===== src/rtl/audio_chan_pkg.sv =====
package audio_chan_pkg;

    typedef enum logic [2:0] {
        ST_IDLE  = 3'd0,
        ST_PRIME = 3'd1,
        ST_FETCH = 3'd2,
        ST_HI    = 3'd3,
        ST_LO    = 3'd4
    } seq_state_e;

    function automatic logic req_allowed(input logic att_v, input logic att_p);
        return (!att_v && !att_p) || att_v;
    endfunction

endpackage


===== src/rtl/acs_word_hold.sv =====
module acs_word_hold #(
    parameter int DW = 16
) (
    input  logic          clk,
    input  logic          rst_n,
    input  logic          wr,
    input  logic [DW-1:0] val,
    input  logic          take,
    output logic [DW-1:0] word,
    output logic          full
);
    typedef struct packed {
        logic [DW-1:0] word;
        logic          full;
    } hold_s;

    hold_s q, d;

    always_comb begin
        d = q;
        if (take) d.full = 1'b0;
        if (wr) begin
            d.full = 1'b1;
            d.word = val;
        end
    end

    always_ff @(posedge clk) begin
        if (!rst_n) q <= '0;
        else        q <= d;
    end

    assign word = q.word;
    assign full = q.full;

    assert_fill_R13: assert property (@(posedge clk) disable iff (!rst_n)
        wr |=> full);

    assert_take_R13: assert property (@(posedge clk) disable iff (!rst_n)
        (take && !wr) |=> !full);

endmodule


===== src/rtl/acs_timers.sv =====
module acs_timers #(
    parameter int CW = 16
) (
    input  logic          clk,
    input  logic          rst_n,
    input  logic          per_wr,
    input  logic [CW-1:0] per_val,
    input  logic          len_wr,
    input  logic [CW-1:0] len_val,
    input  logic          per_reload,
    input  logic          per_dec,
    input  logic          len_reload,
    input  logic          len_dec,
    output logic          per_fin,
    output logic          len_fin,
    output logic          len_one
);
    localparam logic [CW-1:0] ONE = CW'(1);

    typedef struct packed {
        logic [CW-1:0] per_bak;
        logic [CW-1:0] per_cnt;
        logic [CW-1:0] len_bak;
        logic [CW-1:0] len_cnt;
    } tmr_s;

    tmr_s q, d;

    always_comb begin
        d = q;
        if (per_reload)                 d.per_cnt = q.per_bak;
        else if (per_dec && q.per_cnt != '0) d.per_cnt = q.per_cnt - ONE;
        if (len_reload)                 d.len_cnt = q.len_bak;
        else if (len_dec && q.len_cnt != '0) d.len_cnt = q.len_cnt - ONE;
        if (per_wr) d.per_bak = per_val;
        if (len_wr) d.len_bak = len_val;
    end

    always_ff @(posedge clk) begin
        if (!rst_n) q <= '0;
        else        q <= d;
    end

    assign per_fin = (q.per_cnt <= ONE);
    assign len_fin = (q.len_cnt <= ONE);
    assign len_one = (q.len_bak == ONE);

    assert_count_step_R4: assert property (@(posedge clk) disable iff (!rst_n)
        (per_dec && !per_reload && q.per_cnt > ONE) |=> q.per_cnt == $past(q.per_cnt) - ONE);

    assert_len_step_R10: assert property (@(posedge clk) disable iff (!rst_n)
        (len_dec && !len_reload && q.len_cnt > ONE) |=> q.len_cnt == $past(q.len_cnt) - ONE);

endmodule


===== src/rtl/acs_sequencer.sv =====
module acs_sequencer
    import audio_chan_pkg::*;
#(
    parameter int DW = 16,
    parameter int VW = 7
) (
    input  logic            clk,
    input  logic            rst_n,
    input  logic            tick,
    input  logic            full,
    input  logic [DW-1:0]   word,
    input  logic            dma_en,
    input  logic            irq_pend,
    input  logic            req_en,
    input  logic            per_fin,
    input  logic            len_fin,
    input  logic            len_one,
    input  logic            vol_wr,
    input  logic [VW-1:0]   vol_val,
    output logic            take,
    output logic            per_reload,
    output logic            per_dec,
    output logic            len_reload,
    output logic            len_dec,
    output logic            irq_req,
    output logic            dma_req,
    output logic [DW/2-1:0] sample,
    output logic [VW-1:0]   vol_out
);
    localparam int SW = DW / 2;

    typedef struct packed {
        seq_state_e    st;
        logic [DW-1:0] buf_w;
        logic [VW-1:0] vol_bak;
        logic [VW-1:0] vol;
        logic          irq;
        logic          dma;
    } seq_s;

    seq_s q, d;
    seq_state_e st_q;

    always_comb begin
        d          = q;
        d.irq      = 1'b0;
        d.dma      = 1'b0;
        take       = 1'b0;
        per_reload = 1'b0;
        per_dec    = 1'b0;
        len_reload = 1'b0;
        len_dec    = 1'b0;
        if (vol_wr) d.vol_bak = vol_val;
        if (tick) begin
            unique case (q.st)
                ST_IDLE: begin
                    if (full && !dma_en && !irq_pend) begin
                        d.st       = ST_HI;
                        d.buf_w    = word;
                        d.vol      = q.vol_bak;
                        take       = 1'b1;
                        per_reload = 1'b1;
                        d.irq      = req_en;
                    end else if (dma_en) begin
                        d.st       = ST_PRIME;
                        per_reload = 1'b1;
                        len_reload = 1'b1;
                        d.dma      = req_en;
                    end
                end
                ST_PRIME: begin
                    if (!dma_en) begin
                        d.st = ST_IDLE;
                    end else if (full) begin
                        d.st  = ST_FETCH;
                        take  = 1'b1;
                        d.dma = req_en;
                        if (len_one) begin
                            len_reload = 1'b1;
                            d.irq      = req_en;
                        end
                    end
                end
                ST_FETCH: begin
                    if (!dma_en) begin
                        d.st = ST_IDLE;
                    end else if (full) begin
                        d.st       = ST_HI;
                        d.buf_w    = word;
                        d.vol      = q.vol_bak;
                        take       = 1'b1;
                        per_reload = 1'b1;
                        d.dma      = req_en;
                    end
                end
                ST_HI: begin
                    if (per_fin) begin
                        d.st       = ST_LO;
                        per_reload = 1'b1;
                    end else begin
                        per_dec = 1'b1;
                    end
                end
                ST_LO: begin
                    if (per_fin) begin
                        if (dma_en && !irq_pend) begin
                            d.st       = ST_HI;
                            d.buf_w    = word;
                            d.vol      = q.vol_bak;
                            take       = 1'b1;
                            per_reload = 1'b1;
                            d.dma      = req_en;
                            if (len_fin) begin
                                len_reload = 1'b1;
                                d.irq      = req_en;
                            end else begin
                                len_dec = 1'b1;
                            end
                        end else begin
                            d.st = ST_IDLE;
                        end
                    end else begin
                        per_dec = 1'b1;
                    end
                end
                default: d.st = ST_IDLE;
            endcase
        end
    end

    always_ff @(posedge clk) begin
        if (!rst_n) begin
            q    <= '0;
            q.st <= ST_IDLE;
        end else begin
            q <= d;
        end
    end

    always_comb begin
        unique case (q.st)
            ST_HI:   sample = q.buf_w[DW-1:SW];
            ST_LO:   sample = q.buf_w[SW-1:0];
            default: sample = '0;
        endcase
    end

    assign st_q    = q.st;
    assign irq_req = q.irq;
    assign dma_req = q.dma;
    assign vol_out = q.vol;

    assert_quiet_R1: assert property (@(posedge clk) disable iff (!rst_n)
        (st_q != ST_HI && st_q != ST_LO) |-> sample == '0);

    assert_irq_pulse_R2: assert property (@(posedge clk) disable iff (!rst_n)
        irq_req |=> !irq_req);

    assert_hi_to_lo_R4: assert property (@(posedge clk) disable iff (!rst_n)
        (tick && per_fin && st_q == ST_HI) |=> st_q == ST_LO);

    assert_hold_no_tick_R5: assert property (@(posedge clk) disable iff (!rst_n)
        !tick |=> $stable(st_q));

    assert_wait_drop_R7: assert property (@(posedge clk) disable iff (!rst_n)
        (tick && !dma_en && (st_q == ST_PRIME || st_q == ST_FETCH)) |=> st_q == ST_IDLE);

    assert_gate_R11: assert property (@(posedge clk) disable iff (!rst_n)
        !req_en |=> !(irq_req || dma_req));

    assert_vol_hold_R12: assert property (@(posedge clk) disable iff (!rst_n)
        !tick |=> $stable(vol_out));

endmodule


===== src/rtl/audio_chan_seq.sv =====
module audio_chan_seq #(
    parameter int CW = 16,
    parameter int DW = 16,
    parameter int VW = 7
) (
    input  logic            clk,
    input  logic            rst_n,
    input  logic            tick,
    input  logic            per_wr,
    input  logic [CW-1:0]   per_val,
    input  logic            len_wr,
    input  logic [CW-1:0]   len_val,
    input  logic            vol_wr,
    input  logic [VW-1:0]   vol_val,
    input  logic            dat_wr,
    input  logic [DW-1:0]   dat_val,
    input  logic            dma_en,
    input  logic            irq_pend,
    input  logic            att_vol,
    input  logic            att_per,
    output logic            irq_req,
    output logic            dma_req,
    output logic [DW/2-1:0] sample,
    output logic [VW-1:0]   vol_out
);
    logic          take, full, req_en;
    logic [DW-1:0] word;
    logic          per_reload, per_dec, len_reload, len_dec;
    logic          per_fin, len_fin, len_one;

    assign req_en = audio_chan_pkg::req_allowed(att_vol, att_per);

    acs_word_hold #(.DW(DW)) u_hold (
        .clk  (clk),
        .rst_n(rst_n),
        .wr   (dat_wr),
        .val  (dat_val),
        .take (take),
        .word (word),
        .full (full)
    );

    acs_timers #(.CW(CW)) u_tmr (
        .clk       (clk),
        .rst_n     (rst_n),
        .per_wr    (per_wr),
        .per_val   (per_val),
        .len_wr    (len_wr),
        .len_val   (len_val),
        .per_reload(per_reload),
        .per_dec   (per_dec),
        .len_reload(len_reload),
        .len_dec   (len_dec),
        .per_fin   (per_fin),
        .len_fin   (len_fin),
        .len_one   (len_one)
    );

    acs_sequencer #(.DW(DW), .VW(VW)) u_seq (
        .clk       (clk),
        .rst_n     (rst_n),
        .tick      (tick),
        .full      (full),
        .word      (word),
        .dma_en    (dma_en),
        .irq_pend  (irq_pend),
        .req_en    (req_en),
        .per_fin   (per_fin),
        .len_fin   (len_fin),
        .len_one   (len_one),
        .vol_wr    (vol_wr),
        .vol_val   (vol_val),
        .take      (take),
        .per_reload(per_reload),
        .per_dec   (per_dec),
        .len_reload(len_reload),
        .len_dec   (len_dec),
        .irq_req   (irq_req),
        .dma_req   (dma_req),
        .sample    (sample),
        .vol_out   (vol_out)
    );

endmodule


===== config.mk =====
export PLATFORM = sky130hd
export DESIGN_NAME = audio_chan_seq
export DESIGN_NICKNAME = d
export VERILOG_FILES = /design/src/rtl/audio_chan_pkg.sv /design/src/rtl/acs_word_hold.sv /design/src/rtl/acs_timers.sv /design/src/rtl/acs_sequencer.sv /design/src/rtl/audio_chan_seq.sv
export SDC_FILE = /design/constraint.sdc
export NUM_CORES = 1
export LEC_CHECK = 0
export BUFFER_PORTS_ARGS = -buffer_cell sky130_fd_sc_hd__buf_2
export CORE_AREA = 2 2 109 111
export DETAILED_ROUTE_END_ITERATION = 12
export DIE_AREA = 0 0 111 113
export PLACE_DENSITY = 0.7
export SYNTH_ARGS = -nofsm -noshare
export SYNTH_HDL_FRONTEND = slang
export SYNTH_SLANG_ARGS = --single-unit

===== constraint.sdc =====
create_clock -name clk -period 4.81 [get_ports clk]
set_input_delay 0.962 -clock clk [delete_from_list [all_inputs] [get_ports clk]]
set_output_delay 0.962 -clock clk [all_outputs]
set_load 0.01 [all_outputs]

==> out/results.ini <==
[run_status]
status=finished clean

[placed_design]
io_buffers=82
place_congestion=0.8828
dp_hpwl_mm=8.712
dp.cells=821

[timing]
layout_min_cycle_time_ps=3380
rsz0062_at_grt=no
slew_violations=0
worst_pin_slew_ps=1208
finalHoldViolCount=0
max_slew_margin_pct=19.28
setup_viol=0
hold_slack_ps=447.5
finalSetupTns_ps=0
skew_ps=9.406
fin_crit_sh_pct=70.27
fmax_mhz=295.9

[finish]
final_util_pct=57.75
n_fill_cell=1000
fin_nets=769
areaGrowthSynthToFinish_pct=18.01
antennaDiodeCount=0
drive_above_1_share_pct=19.01
fin_cells=853

[critical_path]
crit_type=reg -> reg
rr_worst_depth=5
crit_required_ps=5100
rr_endpoint=u_tmr.q[46]
cp.arrival_ps=3670
endpoint_kind=flip-flop
rrSetupSlack_ps=1430
critPathLaunch=u_seq.st_q[2]
r2r-start=u_seq.st_q[2]
path_max_fanout=15
worst_setup_path_start_kind=flip-flop

[pwr]
p_total_w=0.002660
power_density_nw_per_um2=408.6
vdd_ir_drop_max_mv=0.2686
power_leakage_nw=2.856

[hold_path]
hold_path.class=reg -> reg
whs_endpoint=u_seq.vol_out[5]
whs_path_depth=2
hold_start=u_seq.vol_out[5]

[logic_synthesis]
yosysSeqAreaShare_pct=42.10
synth_simple_gate_area_share_pct=22.34
syn_inst=639
synth_cell_types=61
synth_fa_ha_area_share_pct=1.361
synth_seq_cells=116
async_reset_ff_share_pct=0
yosysWarnings=0
synthFlopType=dfxtp_1
synth_area_um2=5517
yosysMostFrequentCell=dfxtp_1
synth_top_area_cell=dfxtp_1
synth_xor_area_share_pct=1.429
synth-compound-area-share_pct=13.99
synth_common_cells=116 x dfxtp_1, 99 x nor2_1, 73 x mux2i_1, 51 x nand2_1, 35 x a21oi_1
syn_nets=711
muxShareOfSynthArea_pct=13.25
synth_top_family_by_area=simple AND/OR/NAND/NOR gates
synth_top_area_share_pct=42.10
synth_area_leaders=dfxtp_1 42%, mux2i_1 13%, nor2_1 6.7%
synth_edf_count=0
synth.avg_cell_area_um2=8.633

[drt]
drc=0
routed_wl_mm=12.72
initialDrtViolationCount=242
dr.pass1.iters=4
ant_nets=0
routedWlPerCell_um=14.91
route.vias.total=4785
viasPerCell=5.610

[clocking]
ctsHoldBuffers=0
cts-root-buf=clkbuf_16
cts_made_buffers=17
cts_tree=done
cts_resized=0
clk_latency_ps=410
cts_setup_buffers=0
clock-sinks=116
clk_path_buf_depth=2
path_clk_slew_ps=50
cts_max_level=4

[die]
pin_count=83
rows=39
start_util_pct=48.94
fp.coreArea_um2=11270
die-height_um=113
die_x_um=111
dieArea_um2=12540

[run]
maxCapViolCount=0

[global_route]
antenna_found_initial=0
track_usage_pct=21.09
overflow=0
grt_max_degree=56
grt_pass1_vias=4636
grt_pass1_wl_mm=21.80

[power by group]
group          internal, W  switching, W  total (W)
Combinational     0.000137      0.000185   0.000322
Sequential         0.00101     0.0000412    0.00105
Clock             0.000840      0.000450    0.00129
[area by class of cell]
cell class | count | area [um2] | area share [%]
multi-input cells | 455 | 2889 | 44.38
flip-flops and latches | 116 | 2322 | 35.67
clock buffers | 20 | 456.7 | 7.015
repair buffers | 83 | 417.9 | 6.419
well taps | 143 | 178.9 | 2.748
clock inverters | 12 | 155.1 | 2.383
inverters | 24 | 90.09 | 1.384
[metrics by stage]
stage	setup WS [ps]	instance area, um2
floorplan	2113	5517
global placement	1594	5898
detailed placement	1430	5898
CTS	1401	6510
global route	950.9	6510
finish	1430	6510
[worst max path at each step]
stage | endpoint
floorplan | u_tmr.q[2]
global placement | u_tmr.q[15]
detailed placement | u_tmr.q[46]
CTS | u_tmr.q[46]
global route | u_tmr.q[46]
finish | u_tmr.q[46]
[state kept, by name (all words and copies together) (netlist names)]
| register | flops |
|---|---|
| u_seq.irq_req | 1 |
| u_tmr.q | 64 |
| u_hold.full | 1 |
| u_seq.q | 23 |
| u_hold.word | 16 |
| u_seq.vol_out | 7 |
| u_seq.dma_req | 1 |
| u_seq.st_q | 3 |
[critical path: stages (launching register included)]
cell and delay [ps]:
dfxtp_1 600, nor3b_2 680, o21ai_0 400, nor4b_1 1070
nand2_1 160, o311ai_0 350
[cell families (layout without fill, tap and decap cells)]
kind of cell | after synthesis | count (layout)
compound gates | 113 | 113
fa+ha+maj | 6 | 6
flops | 116 | 116
simple gates | 254 | 254
mux | 73 | 73
xor+xnor | 9 | 9
buf+inv | 68 | 139
[metal layers]
metal | GRT usage [%] | vias up | share of wire (%)
met5 | 0 | - | 0
met4 | 7.833 | 0 | 1.3
met3 | 6.106 | 15 | 6.6
met2 | 34.56 | 146 | 48
met1 | 26.58 | 2251 | 44
li1 | - | 2373 | -
[cell usage in the layout, fill, tap and decap left out, types with 4 or more instances in the layout]
master        n
ha_1          6
a31oi_1       5
a22o_1        9
nor3_1        9
o31a_1        6
nand2b_1      4
o211ai_1      4
dfxtp_1     116
mux2i_1      73
a22oi_1       4
and3_1        9
nor2b_1       5
or4_1         7
nor4_1       14
nor2_1       99
a21oi_1      35
o21a_1        4
or3_1         8
nand2_1      51
xnor2_1       8
o22ai_1       6
inv_1        23
nand4_1       6
o21ai_0      12
nand3_1      19
or2_2        11
clkinvlp_4    5
buf_2        82
clkbuf_16    17
o311ai_0      4
Power figures use the tool's default switching activity.
